[src/rtl/bas_pkg.sv]
package bas_pkg;
  typedef enum logic [1:0] {
    CMD_HOLD = 2'd0,
    CMD_LOAD = 2'd1,
    CMD_STEP = 2'd2
  } cmd_e;
endpackage

[src/rtl/bas_rst_sync.sv]
module bas_rst_sync #(
  parameter int STAGES = 2
) (
  input  logic clk,
  input  logic rst_n,
  output logic rst_sync_n
);
  logic [STAGES-1:0] sync_q;

  always_ff @(posedge clk or negedge rst_n) begin
    if (!rst_n) sync_q <= '0;
    else        sync_q <= {sync_q[STAGES-2:0], 1'b1};
  end

  assign rst_sync_n = sync_q[STAGES-1];
endmodule

[src/rtl/bas_beat_ctr.sv]
module bas_beat_ctr
  import bas_pkg::*;
#(
  parameter  int ADDR_W = 16,
  parameter  int CNT_W  = 2,
  localparam int HI_W   = ADDR_W - CNT_W
) (
  input  logic              clk,
  input  logic              rst_n,
  input  cmd_e              cmd,
  input  logic [ADDR_W-1:0] addr_in,
  output logic [HI_W-1:0]   base_q,
  output logic [CNT_W-1:0]  start_q,
  output logic [CNT_W-1:0]  count_q
);
  logic [HI_W-1:0]  base_d;
  logic [CNT_W-1:0] start_d;
  logic [CNT_W-1:0] count_d;
  logic             en;

  always_comb begin
    base_d  = base_q;
    start_d = start_q;
    count_d = count_q;
    en      = 1'b0;
    unique case (cmd)
      CMD_LOAD: begin
        base_d  = addr_in[ADDR_W-1:CNT_W];
        start_d = addr_in[CNT_W-1:0];
        count_d = '0;
        en      = 1'b1;
      end
      CMD_STEP: begin
        count_d = count_q + CNT_W'(1);
        en      = 1'b1;
      end
      default: en = 1'b0;
    endcase
  end

  always_ff @(posedge clk or negedge rst_n) begin
    if (!rst_n) begin
      base_q  <= '0;
      start_q <= '0;
      count_q <= '0;
    end else if (en) begin
      base_q  <= base_d;
      start_q <= start_d;
      count_q <= count_d;
    end
  end
endmodule

[src/rtl/bas_order_map.sv]
module bas_order_map #(
  parameter int CNT_W = 2
) (
  input  logic [CNT_W-1:0] start,
  input  logic [CNT_W-1:0] count,
  input  logic             interleave,
  output logic [CNT_W-1:0] low_bits
);
  always_comb begin
    if (interleave) low_bits = start ^ count;
    else            low_bits = start + count;
  end
endmodule

[src/rtl/burst_addr_seq.sv]
module burst_addr_seq
  import bas_pkg::*;
#(
  parameter int ADDR_W = 16,
  parameter int CNT_W  = 2
) (
  input  logic              clk,
  input  logic              rst_n,
  input  logic [ADDR_W-1:0] addr_in,
  input  logic              strobe_cpu,
  input  logic              strobe_ctl,
  input  logic              advance,
  input  logic              interleave,
  output logic [ADDR_W-1:0] addr_out,
  output logic [CNT_W-1:0]  beat,
  output logic              last_beat
);
  localparam int HI_W = ADDR_W - CNT_W;

  logic             rst_sync_n;
  cmd_e             cmd;
  logic [HI_W-1:0]  base_q;
  logic [CNT_W-1:0] start_q;
  logic [CNT_W-1:0] count_q;
  logic [CNT_W-1:0] low_bits;

  bas_rst_sync #(.STAGES(2)) u_rst_sync (
    .clk        (clk),
    .rst_n      (rst_n),
    .rst_sync_n (rst_sync_n)
  );

  // Either strobe loads. A load outranks advance.
  always_comb begin
    if (strobe_cpu || strobe_ctl) cmd = CMD_LOAD;
    else if (advance)             cmd = CMD_STEP;
    else                          cmd = CMD_HOLD;
  end

  bas_beat_ctr #(.ADDR_W(ADDR_W), .CNT_W(CNT_W)) u_ctr (
    .clk     (clk),
    .rst_n   (rst_sync_n),
    .cmd     (cmd),
    .addr_in (addr_in),
    .base_q  (base_q),
    .start_q (start_q),
    .count_q (count_q)
  );

  bas_order_map #(.CNT_W(CNT_W)) u_map (
    .start      (start_q),
    .count      (count_q),
    .interleave (interleave),
    .low_bits   (low_bits)
  );

  assign addr_out  = {base_q, low_bits};
  assign beat      = count_q;
  assign last_beat = &count_q;
endmodule

[config.mk]
export PLATFORM = sky130hd
export DESIGN_NAME = burst_addr_seq
export DESIGN_NICKNAME = d
export VERILOG_FILES = /design/src/rtl/bas_pkg.sv /design/src/rtl/bas_rst_sync.sv /design/src/rtl/bas_beat_ctr.sv /design/src/rtl/bas_order_map.sv /design/src/rtl/burst_addr_seq.sv
export SDC_FILE = /design/constraint.sdc
export NUM_CORES = 1
export LEC_CHECK = 0
export BUFFER_PORTS_ARGS = -buffer_cell sky130_fd_sc_hd__buf_4
export CAP_MARGIN = 40
export CORE_MARGIN = 3
export CORE_UTILIZATION = 46
export CTS_BUF_LIST = sky130_fd_sc_hd__clkbuf_8
export CTS_CLUSTER_DIAMETER = 100
export DETAILED_ROUTE_END_ITERATION = 7
export PLACE_DENSITY = 0.79
export SLEW_MARGIN = 0
export SYNTH_ARGS = -nofsm -noshare
export SYNTH_HDL_FRONTEND = slang
export SYNTH_SLANG_ARGS = --single-unit
[constraint.sdc]
create_clock -name clk -period 1 [get_ports clk]
set_input_delay 0.05 -clock clk [delete_from_list [all_inputs] [get_ports clk]]
set_output_delay 0.05 -clock clk [all_outputs]
set_load 0.01 [all_outputs]
==> results.py, run 1 <==
metrics = {
    "power": {
        "ir_drop_uv": 1660,
        "p_per_area_nw_per_um2": 1560,
        "comb_power_share_pct": 18.5,
        "p_leak_nw": 0.660,
        "p_int_mw": 1.66,
        "pwr-share-clk_pct": 37.5,
        "p_sw_mw": 0.426,
        "totalPowerFinal_mw": 2.08,
        "seqPwrFrac_pct": 44.0,
        "sw_frac_of_total_pct": 20.4,
    },
    "finish": {
        "area_growth_pct": 60.4,
        "antenna_cells": 0,
        "drive_gt1_share_pct": 71.0,
        "layout_commonest_cell": "buf_4",
        "layout_common_cells": "44 x buf_4, 20 x dfrtp_1, 10 x mux2_4",
        "final.fill_count": 101,
        "fin_nets": 125,
        "utilization_pct": 83.1,
        "layoutNonFillerInstCount": 124,
        "stdcell_area_um2": 1340,
    },
    "placement": {
        "dpl_cell_area_um2": 1200,
        "dp_hpwl_mm": 1.37,
        "finalWeightedCongestion": 0.667,
        "place_ws_ns": -0.0471,
        "port-buffer-count": 40,
        "place_inst": 115,
    },
    "timing": {
        "tns_ns": -0.682,
        "hold_ws_ns": 0.0215,
        "finClkSkew_ns": 0.00394,
        "setup_viol": 5,
        "max_freq_mhz": 792,
        "min_period_ns": 1.26,
        "finalHoldViolations": 0,
        "finalMaxSlewViolations": 0,
        "rsz0062_at_grt": "true",
        "worst_slack_ns": -0.263,
        "post-route-period-util_pct": 126,
    },
    "logic_synthesis": {
        "synth-compound-area-share_pct": 0,
        "muxShareOfSynthArea_pct": 27.3,
        "synth_xor_area_share_pct": 3.15,
        "ys_warn_count": 0,
        "seq_area_frac_synth_pct": 60.0,
        "syn_area_um2": 835,
        "synth-adder-area-share_pct": 3.00,
        "synth-simple-area-share_pct": 3.30,
        "syn_area_per_cell_um2": 17.0,
        "syn_nets": 73,
        "synth_seq_cells": 20,
        "syn_inst": 49,
        "synth_cell_types": 12,
        "synth_top_family_by_area": "multiplexers",
    },
    "die": {
        "die_area_um2": 2360,
        "ios": 41,
        "fp-row-count": 14,
        "die_y_um": 48.6,
        "core_area_um2": 1610,
        "initial_core_util_pct": 51.8,
        "dieWidth_um": 48.6,
    },
    "drt": {
        "firstDrtPassIters": 2,
        "met3_wirelength_um": 127,
        "wl_met1_um": 723,
        "drt-total-wl_mm": 1.85,
        "vias_per_cell": 4.56,
        "vias": 565,
        "met2_length_um": 945,
        "ant_nets": 0,
        "drtIter0Drc": 3,
        "maxUsedRoutingLayer": "met4",
        "wire_per_inst_um": 14.9,
        "drc_errors": 0,
    },
    "hold_path": {
        "hp-class": "in -> reg",
        "hold-path-cell-count": 2,
    },
    "clock_network": {
        "insertion_delay_ns": 0.25,
        "path_clk_slew_ns": 0.07,
        "cts_max_level": 1,
        "cts_sinks": 20,
        "numCtsBuffers": 3,
        "cts_tree": "done",
        "cts_root_buffer": "clkbuf_8",
        "clockBufferDepth": 2,
    },
    "global_route": {
        "antenna_found_initial": 0,
        "grt_usage_pct": 16.7,
        "grt_pass1_vias": 608,
        "gr-total-overflow": 0,
        "grt_max_degree": 14,
        "grt_pass1_wl_mm": 2.90,
    },
    "setup_path": {
        "crit_start": "u_ctr.start_q[0]",
        "endpoint": "addr_out[1]",
        "crit_path_start_kind": "register",
        "cp.required_ns": 0.95,
        "r2r.worst_path.cells": 4,
        "arrival_ns": 1.21,
        "cp_slowest_cell": "dfrtp_1",
        "worstPathCellList": "ha_4 > nor2b_4 > xnor2_2 > buf_4",
        "max_stage_delay_ns": 0.42,
        "r2r-end": "u_ctr.count_q[1]",
        "cp-end-kind": "primary output",
        "rr_startpoint": "u_ctr.count_q[0]",
        "worst-setup-path-type": "reg -> out",
        "critPathMaxFanout": 2,
        "r2r_slack_ns": -0.12,
    },
    "job": {
        "cap_violations": 0,
    },
    "outcome": {
        "outcome": "finished, violations left",
        "violations": "setup timing",
    },
}
-- cells by family (layout without fill, tap and decap cells) --
group                    after synthesis  after routing
XOR/XNOR                               3              3
adder cells (fa/ha/maj)                2              2
buffers and inverters                  2             53
flip-flops                            20             20
multiplexers                          17             17
other                                  1              1
AND/OR/NAND/NOR                        4              4
-- area by class of cell --
class	instances	area (um2)	area share (%)
multi-input combinational	27	345	25.8
tap	24	30.0	2.24
timing repair buffer	49	392	29.3
sequential	20	500	37.4
clock buffer	3	41.3	3.08
clock inverter	1	30.0	2.24
-- synth_stat cells --
master	instances	area, um2
dfrtp_1	20	500
mux2_4	10	150
mux2_2	6	67.6
xnor2_1	3	26.3
ha_1	2	25.0
nor3_1	2	10.0
buf_12	1	20.0
clkbuf_1	1	3.75
conb_1	1	3.75
mux2i_1	1	10.0
nor2_4	1	11.3
nor2b_1	1	6.26
-- worst min-delay path by stage --
| stage | end | start | slack (ns) |
|---|---|---|---|
| global placement | u_rst_sync.sync_q[1] | rst_n | -0.17 |
| finish | u_ctr.base_q[7] | addr_in[9] | 0.02 |
| CTS | u_ctr.base_q[1] | addr_in[3] | 0.02 |
| detailed placement | u_rst_sync.sync_q[0] | rst_n | -0.16 |
| global route | u_ctr.base_q[11] | addr_in[13] | 0.02 |
| floorplan | u_rst_sync.sync_q[0] | rst_n | -0.25 |
-- per-layer routing --
metal | up-vias | global-route usage, %
met5 | - | 0
met4 | 0 | 8.53
met3 | 6 | 3.07
met2 | 32 | 31.2
met1 | 260 | 17.9
li1 | 267 | -
-- power groups by stage --
stage	combinational, mW	sequential [mW]	clock (mW)
after floorplan	0.135	0.951	0
after global placement	0.348	0.923	0
after detailed placement	0.358	0.927	0
after CTS	0.375	0.914	0.809
after global routing	0.412	0.924	0.835
final	0.385	0.916	0.781
-- state kept, by name, summed over array words and instances, names as in the netlist --
| name | cells |
|---|---|
| u_ctr.base_q | 14 |
| u_ctr.count_q | 2 |
| u_ctr.start_q | 2 |
| u_rst_sync.sync_q | 2 |
-- critical path, delay by kind of cell (launching register included) --
| kind | cells | cell delay (ns) |
|---|---|---|
| and+or+nand+nor | 1 | 0.12 |
| DFF | 1 | 0.42 |
| adders and majority gates | 1 | 0.17 |
| buffers and inverters | 1 | 0.14 |
| xor gates and xnor gates | 1 | 0.11 |
-- timing repair --
item                       in CTS  in global routing
gates resized for setup         2                  2
setup endpoints to repair       4                  5
hold endpoints to repair        4                  0
hold buffers                    3                  0
setup buffers                   1                  1
pin swaps                       2                  1
Note: power is estimated with default switching activity, not from simulation.
==> run 2: changes to the inputs <==
--- a/config.mk
+++ b/config.mk
@@ -8,11 +8,11 @@
 export BUFFER_PORTS_ARGS = -buffer_cell sky130_fd_sc_hd__buf_4
 export CAP_MARGIN = 40
 export CORE_MARGIN = 3
-export CORE_UTILIZATION = 46
-export CTS_BUF_LIST = sky130_fd_sc_hd__clkbuf_8
+export CORE_UTILIZATION = 44
+export CTS_BUF_LIST = sky130_fd_sc_hd__clkbuf_16
 export CTS_CLUSTER_DIAMETER = 100
 export DETAILED_ROUTE_END_ITERATION = 7
-export PLACE_DENSITY = 0.79
+export PLACE_DENSITY = 0.76
 export SLEW_MARGIN = 0
 export SYNTH_ARGS = -nofsm -noshare
 export SYNTH_HDL_FRONTEND = slang
==> run 2 against run 1 <==
Sequential share of layout area grew 0.28 points. Power shrank 1.2%. Final area shrank 0.75%. Clock skew shrank 0.0025 ns. Register-to-register slack gained 0.02 ns. Clock-buffer cell count is the same. Sequential cell count is the same. Sequential power shrank 0.7%. Setup slack gained 0.040 ns. The flow still finishes with violations (setup timing). Cell count shrank 1.6%. Hold slack lost 0.014 ns. Clock power shrank 2%. Highest routed layer unchanged. Largest cell class unchanged.
==> results.py, run 2 (synthesis gave the netlist of run 1 again) <==
metrics = {
    "outcome": {
        "outcome": "finished, violations left",
        "violations": "setup timing",
    },
    "finish": {
        "area_growth_pct": 59.2,
        "largest_reg_flops": 14,
        "fin_nets": 123,
        "final.fill_count": 134,
        "layout_common_cells": "43 x buf_4, 20 x dfrtp_1, 10 x mux2_4",
        "utilization_pct": 75.3,
        "multiInputGateArea_um2": 338,
        "layout_commonest_cell": "buf_4",
        "antenna_cells": 0,
        "seqCellArea_um2": 500,
        "layoutNonFillerInstCount": 122,
        "regMostFlops": "u_ctr.base_q",
        "drive_gt1_share_pct": 73.2,
    },
    "setup_path": {
        "endpoint": "addr_out[1]",
        "crit_path_start_kind": "register",
        "r2r.worst_path.cells": 4,
        "cp.depth": 4,
        "cp.required_ns": 0.95,
        "max_stage_delay_ns": 0.38,
        "cp-end-kind": "primary output",
        "path_buf_inv": 1,
        "crit_start": "u_ctr.count_q[0]",
        "r2r-end": "u_ctr.count_q[1]",
        "arrival_ns": 1.17,
        "rr_startpoint": "u_ctr.count_q[0]",
        "cp_slowest_cell": "dfrtp_1",
        "worst-setup-path-type": "reg -> out",
        "crit_family": "flip-flops",
        "critPathMaxFanout": 2,
        "r2r_slack_ns": -0.10,
        "worstPathCellList": "ha_2 > nor2b_4 > xnor2_2 > buf_4",
    },
    "die": {
        "initial_core_util_pct": 47.3,
        "dieWidth_um": 49.6,
        "die_y_um": 49.6,
        "fp-row-count": 15,
        "ios": 41,
        "core_area_um2": 1760,
        "die_area_um2": 2460,
    },
    "drt": {
        "ant_nets": 0,
        "drt-total-wl_mm": 1.78,
        "vias": 558,
        "drc_errors": 0,
        "wire_per_inst_um": 14.6,
        "firstDrtPassIters": 2,
        "vias_per_cell": 4.57,
        "drtIter0Drc": 5,
    },
    "placement": {
        "port-buffer-count": 40,
        "place_ws_ns": -0.0371,
        "dp_hpwl_mm": 1.40,
        "finalWeightedCongestion": 0.662,
        "place_inst": 117,
    },
    "global_route": {
        "antenna_found_initial": 0,
        "gr-total-overflow": 0,
        "grt_max_degree": 11,
        "grt_pass1_wl_mm": 2.99,
        "grt_pass1_vias": 648,
        "grt_usage_pct": 16.5,
    },
    "hold_path": {
        "hp-class": "in -> reg",
    },
    "clock_network": {
        "clockBufferDepth": 2,
        "insertion_delay_ns": 0.24,
        "cts_max_level": 1,
        "numCtsBuffers": 3,
        "cts_tree": "done",
        "path_clk_slew_ns": 0.05,
        "cts_root_buffer": "clkbuf_16",
        "cts_sinks": 20,
    },
    "timing": {
        "rsz0062_at_grt": "true",
        "post-route-period-util_pct": 122,
        "finClkSkew_ns": 0.00148,
        "finalHoldViolations": 0,
        "max_freq_mhz": 818,
        "min_period_ns": 1.22,
        "finalMaxSlewViolations": 0,
        "worst_slack_ns": -0.223,
        "setup_viol": 5,
    },
    "power": {
        "p_per_area_nw_per_um2": 1550,
        "totalPowerFinal_mw": 2.06,
        "p_leak_nw": 0.652,
        "ir_drop_uv": 1170,
    },
    "job": {
        "cap_violations": 0,
    },
}
## run 2: cell types whose count changed in the layout (fill, tap and decap cells not counted), sizes merged
| cell | delta |
|---|---|
| dlygate4sd3 | -2 |
| bufinv | -1 |
## run 2: how the worst min path moves through the flow
stage               startpoint                    to  cells past startpoint
CTS                 strobe_cpu      u_ctr.count_q[0]                      2
floorplan                rst_n  u_rst_sync.sync_q[0]                      0
finish              strobe_cpu      u_ctr.count_q[0]                      2
global route        strobe_cpu      u_ctr.count_q[0]                      2
global placement         rst_n  u_rst_sync.sync_q[0]                      1
detailed placement       rst_n  u_rst_sync.sync_q[1]                      1
## run 2: cell type report
type                            count  area share, %
Tap cell                           25           2.35
Clock buffer                        3           5.65
Multi-Input combinational cell     27           25.4
Sequential cell                    20           37.7
Timing Repair Buffer               47           28.9
## run 2: power by group
| group | switching, mW | total [mW] | internal, mW |
|---|---|---|---|
| Sequential | 0.0369 | 0.910 | 0.873 |
| Combinational | 0.137 | 0.382 | 0.245 |
| Clock | 0.240 | 0.765 | 0.525 |
| Total | 0.413 | 2.06 | 1.64 |
## run 2: metrics by stage
step	hold slack (ns)	setup TNS [ns]	instance area (um2)
after global placement	-0.168	-0.0127	1220
after floorplan	-0.246	-0.0131	847
after detailed placement	-0.167	-0.0557	1220
final	0.00748	-0.574	1330
after global routing	0.00712	-0.840	1330
after CTS	0.00559	-0.620	1320
## run 2: repair_timing
action	4_1_cts	5_1_grt
gates cloned	0	0
pin swaps	1	1
resized for setup	3	1
hold buffers	1	0
endpoints found under the setup margin	4	6
buffers inserted	1	0
hold endpoints to repair	2	0
## run 2: metal layers
layer  vias to the layer above  part of all wire [%]  GRT usage, %
met5                         -                     0             0
met4                         0                  0.56          5.53
met3                         2                   4.5          3.32
met2                        15                    57          30.4
met1                       276                    38          18.8
li1                        265                     -             -
## run 2: worst register-to-register path, cell delays in order (launching register included)
cell     delay (ns)
dfrtp_1        0.38
buf_4          0.14
ha_2           0.30
mux2i_1        0.06
nor3_1         0.13
==> run 3: changes to the inputs <==
--- a/config.mk
+++ b/config.mk
@@ -12,8 +12,9 @@
 export CTS_BUF_LIST = sky130_fd_sc_hd__clkbuf_16
 export CTS_CLUSTER_DIAMETER = 100
 export DETAILED_ROUTE_END_ITERATION = 7
-export PLACE_DENSITY = 0.76
+export PLACE_DENSITY = 0.75
 export SLEW_MARGIN = 0
 export SYNTH_ARGS = -nofsm -noshare
 export SYNTH_HDL_FRONTEND = slang
+export SYNTH_HIERARCHICAL = 1
 export SYNTH_SLANG_ARGS = --single-unit
==> run 3 against run 2 <==
The flow still finishes with violations (setup timing). First-iteration DRC count is 60% lower. Combinational power is 19% higher. Fmax down 2.0%. Highest routed layer is now met3.
==> results.py, run 3 <==
metrics = {
    "outcome": {
        "outcome": "finished, violations left",
        "violations": "setup timing",
    },
    "global_route": {
        "grt_pass1_wl_mm": 3.03,
        "grt_usage_pct": 16.1,
        "antenna_found_initial": 0,
        "gr-total-overflow": 0,
        "grt_pass1_vias": 686,
        "grt_max_degree": 12,
    },
    "setup_path": {
        "r2r_slack_ns": -0.01,
        "crit_path_start_kind": "register",
        "cp.required_ns": 0.95,
        "arrival_ns": 1.20,
        "crit_family": "flip-flops",
        "path_buf_inv": 1,
        "cp_slowest_cell": "dfrtp_1",
        "cp-end-kind": "primary output",
        "max_stage_delay_ns": 0.40,
        "worst-setup-path-type": "reg -> out",
        "worstPathCellList": "ha_4 > nor2b_4 > xnor2_2 > buf_4",
        "critPathMaxFanout": 2,
    },
    "clock_network": {
        "path_clk_slew_ns": 0.05,
        "insertion_delay_ns": 0.24,
        "cts_sinks": 20,
        "cts_root_buffer": "clkbuf_16",
        "cts_tree": "done",
        "cts_max_level": 1,
        "numCtsBuffers": 3,
        "clockBufferDepth": 2,
    },
    "placement": {
        "finalWeightedCongestion": 0.673,
        "port-buffer-count": 40,
        "place_ws_ns": -0.219,
        "dp_hpwl_mm": 1.43,
    },
    "power": {
        "sw_frac_of_total_pct": 21.4,
        "p_per_area_nw_per_um2": 1530,
        "totalPowerFinal_mw": 2.17,
        "p_int_mw": 1.70,
        "seqPwrFrac_pct": 43.0,
        "ir_drop_uv": 1120,
        "pwr-share-clk_pct": 36.0,
        "comb_power_share_pct": 21.0,
        "p_sw_mw": 0.463,
        "p_leak_nw": 0.704,
    },
    "logic_synthesis": {
        "synth_top_area_share_pct": 56.7,
        "syn_area_per_cell_um2": 15.5,
        "seq_area_frac_synth_pct": 56.7,
        "syn_nets": 82,
        "yosysMostFrequentCell": "dfrtp_1",
        "synth.area.top_cells": "dfrtp_1 57%, mux2_4 17%, mux2_2 7.6%",
        "synth_top_flop_cell": "dfrtp_1",
        "synth_seq_cells": 20,
        "ys_warn_count": 6,
        "synth_area_leader_cell": "dfrtp_1",
        "synthTopCellsByCount": "20 x dfrtp_1, 10 x mux2_4, 6 x mux2_2",
        "syn_inst": 57,
        "synth_cell_types": 18,
        "async_flop_share_pct": 100,
        "synth_edf_count": 0,
        "syn_area_um2": 883,
    },
    "timing": {
        "worst_slack_ns": -0.248,
        "finClkSkew_ns": 0.00113,
        "setup_viol": 4,
        "finalMaxSlewViolations": 0,
        "rsz0062_at_grt": "true",
        "tns_ns": -0.456,
        "min_period_ns": 1.25,
        "finalHoldViolations": 0,
        "max_freq_mhz": 801,
        "hold_ws_ns": 0.0346,
        "post-route-period-util_pct": 125,
    },
    "drt": {
        "vias": 603,
        "drc_errors": 0,
        "vias_per_cell": 4.57,
        "ant_nets": 0,
        "firstDrtPassIters": 3,
        "wire_per_inst_um": 14.5,
        "drt-total-wl_mm": 1.92,
        "drtIter0Drc": 2,
    },
    "die": {
        "die_y_um": 50.8,
        "initial_core_util_pct": 49.0,
        "dieWidth_um": 50.8,
        "die_area_um2": 2580,
        "fp-row-count": 15,
        "ios": 41,
        "core_area_um2": 1800,
    },
    "finish": {
        "drive_gt1_share_pct": 68.2,
        "area_growth_pct": 60.1,
        "layout_common_cells": "45 x buf_4, 20 x dfrtp_1, 10 x mux2_4",
        "layout_commonest_cell": "buf_4",
        "antenna_cells": 0,
        "largest_reg_flops": 14,
        "regMostFlops": "u_ctr/base_q",
        "fin_nets": 134,
    },
    "hold_path": {
        "hp-class": "in -> reg",
    },
    "job": {
        "cap_violations": 0,
    },
}
run 3: logic make-up (layout without fill, tap and decap cells):
logic type               after synthesis  in the layout  synth area share, %
buffers and inverters                  5             55                 4.82
adder cells (fa/ha/maj)                3              3                 4.25
other                                  1              1                0.425
XOR/XNOR                               2              2                 1.98
flip-flops                            20             20                 56.7
multiplexers                          16             16                 24.6
AND/OR/NAND/NOR                        8              8                 5.81
AO/OA/AOI/OAI                          2              2                 1.42
run 3: final timing paths:
path | start | endpoint | cells after the start
hold reg to reg | u_rst_sync/sync_q[1] | u_ctr/base_q[3] | 1
hold / removal | addr_in[5] | u_ctr/base_q[3] | 2
setup / recovery | u_ctr/start_q[0] | addr_out[1] | 4
max in group asynchronous | u_rst_sync/sync_q[1] | u_ctr/base_q[4] | 1
setup reg to reg | u_ctr/count_q[0] | u_ctr/count_q[1] | 3
min in group asynchronous | rst_n | u_rst_sync/sync_q[0] | 2
run 3: repair_timing:
item,in CTS,in global routing
hold endpoints to repair,2,0
hold buffers,1,0
pin swaps,2,1
gates resized for setup,0,5
buffers inserted,0,0
setup endpoints to repair,3,7
gates cloned,0,1
run 3: final cells by class:
| type | instances | area, um2 |
|---|---|---|
| multi-input cells | 32 | 392 |
| flip-flops and latches | 20 | 500 |
| repair buffers | 49 | 404 |
| inverters | 3 | 11.3 |
| clock buffers | 3 | 75.1 |
| fillers | 112 | 388 |
| well taps | 25 | 31.3 |
run 3: worst reg2reg max path, cell delays in order (launching register included):
cell      delay (ns)
dfrtp_1         0.40
buf_4           0.16
nand2b_1        0.16
o211ai_1        0.19
run 3: power by group through the flow:
stage	Sequential (mW)	Combinational, mW	Clock (mW)
5_1_grt	0.942	0.487	0.835
4_1_cts	0.930	0.433	0.793
6_report	0.932	0.455	0.780
3_5_place_dp	0.940	0.428	0
3_3_place_gp	0.938	0.416	0
2_1_floorplan	0.972	0.177	0
run 3: routing by layer:
metal | up-vias | routed length (um) | GRT usage [%]
met4 | 0 | 0 | 5.38
li1 | 292 | - | -
met3 | 0 | 102 | 3.26
met5 | - | 0 | 0
met1 | 292 | 760 | 18.0
met2 | 19 | 1060 | 30.0
run 3: stage by stage:
stage / instance area (um2) / instances / util (%)
after floorplan: 915 / 57 / -
after global placement: 1280 / 127 / 71.0
after detailed placement: 1280 / 127 / 71.0
after CTS: 1370 / 131 / 75.8
after global routing: 1410 / 132 / 78.5
final: 1410 / 132 / 78.5
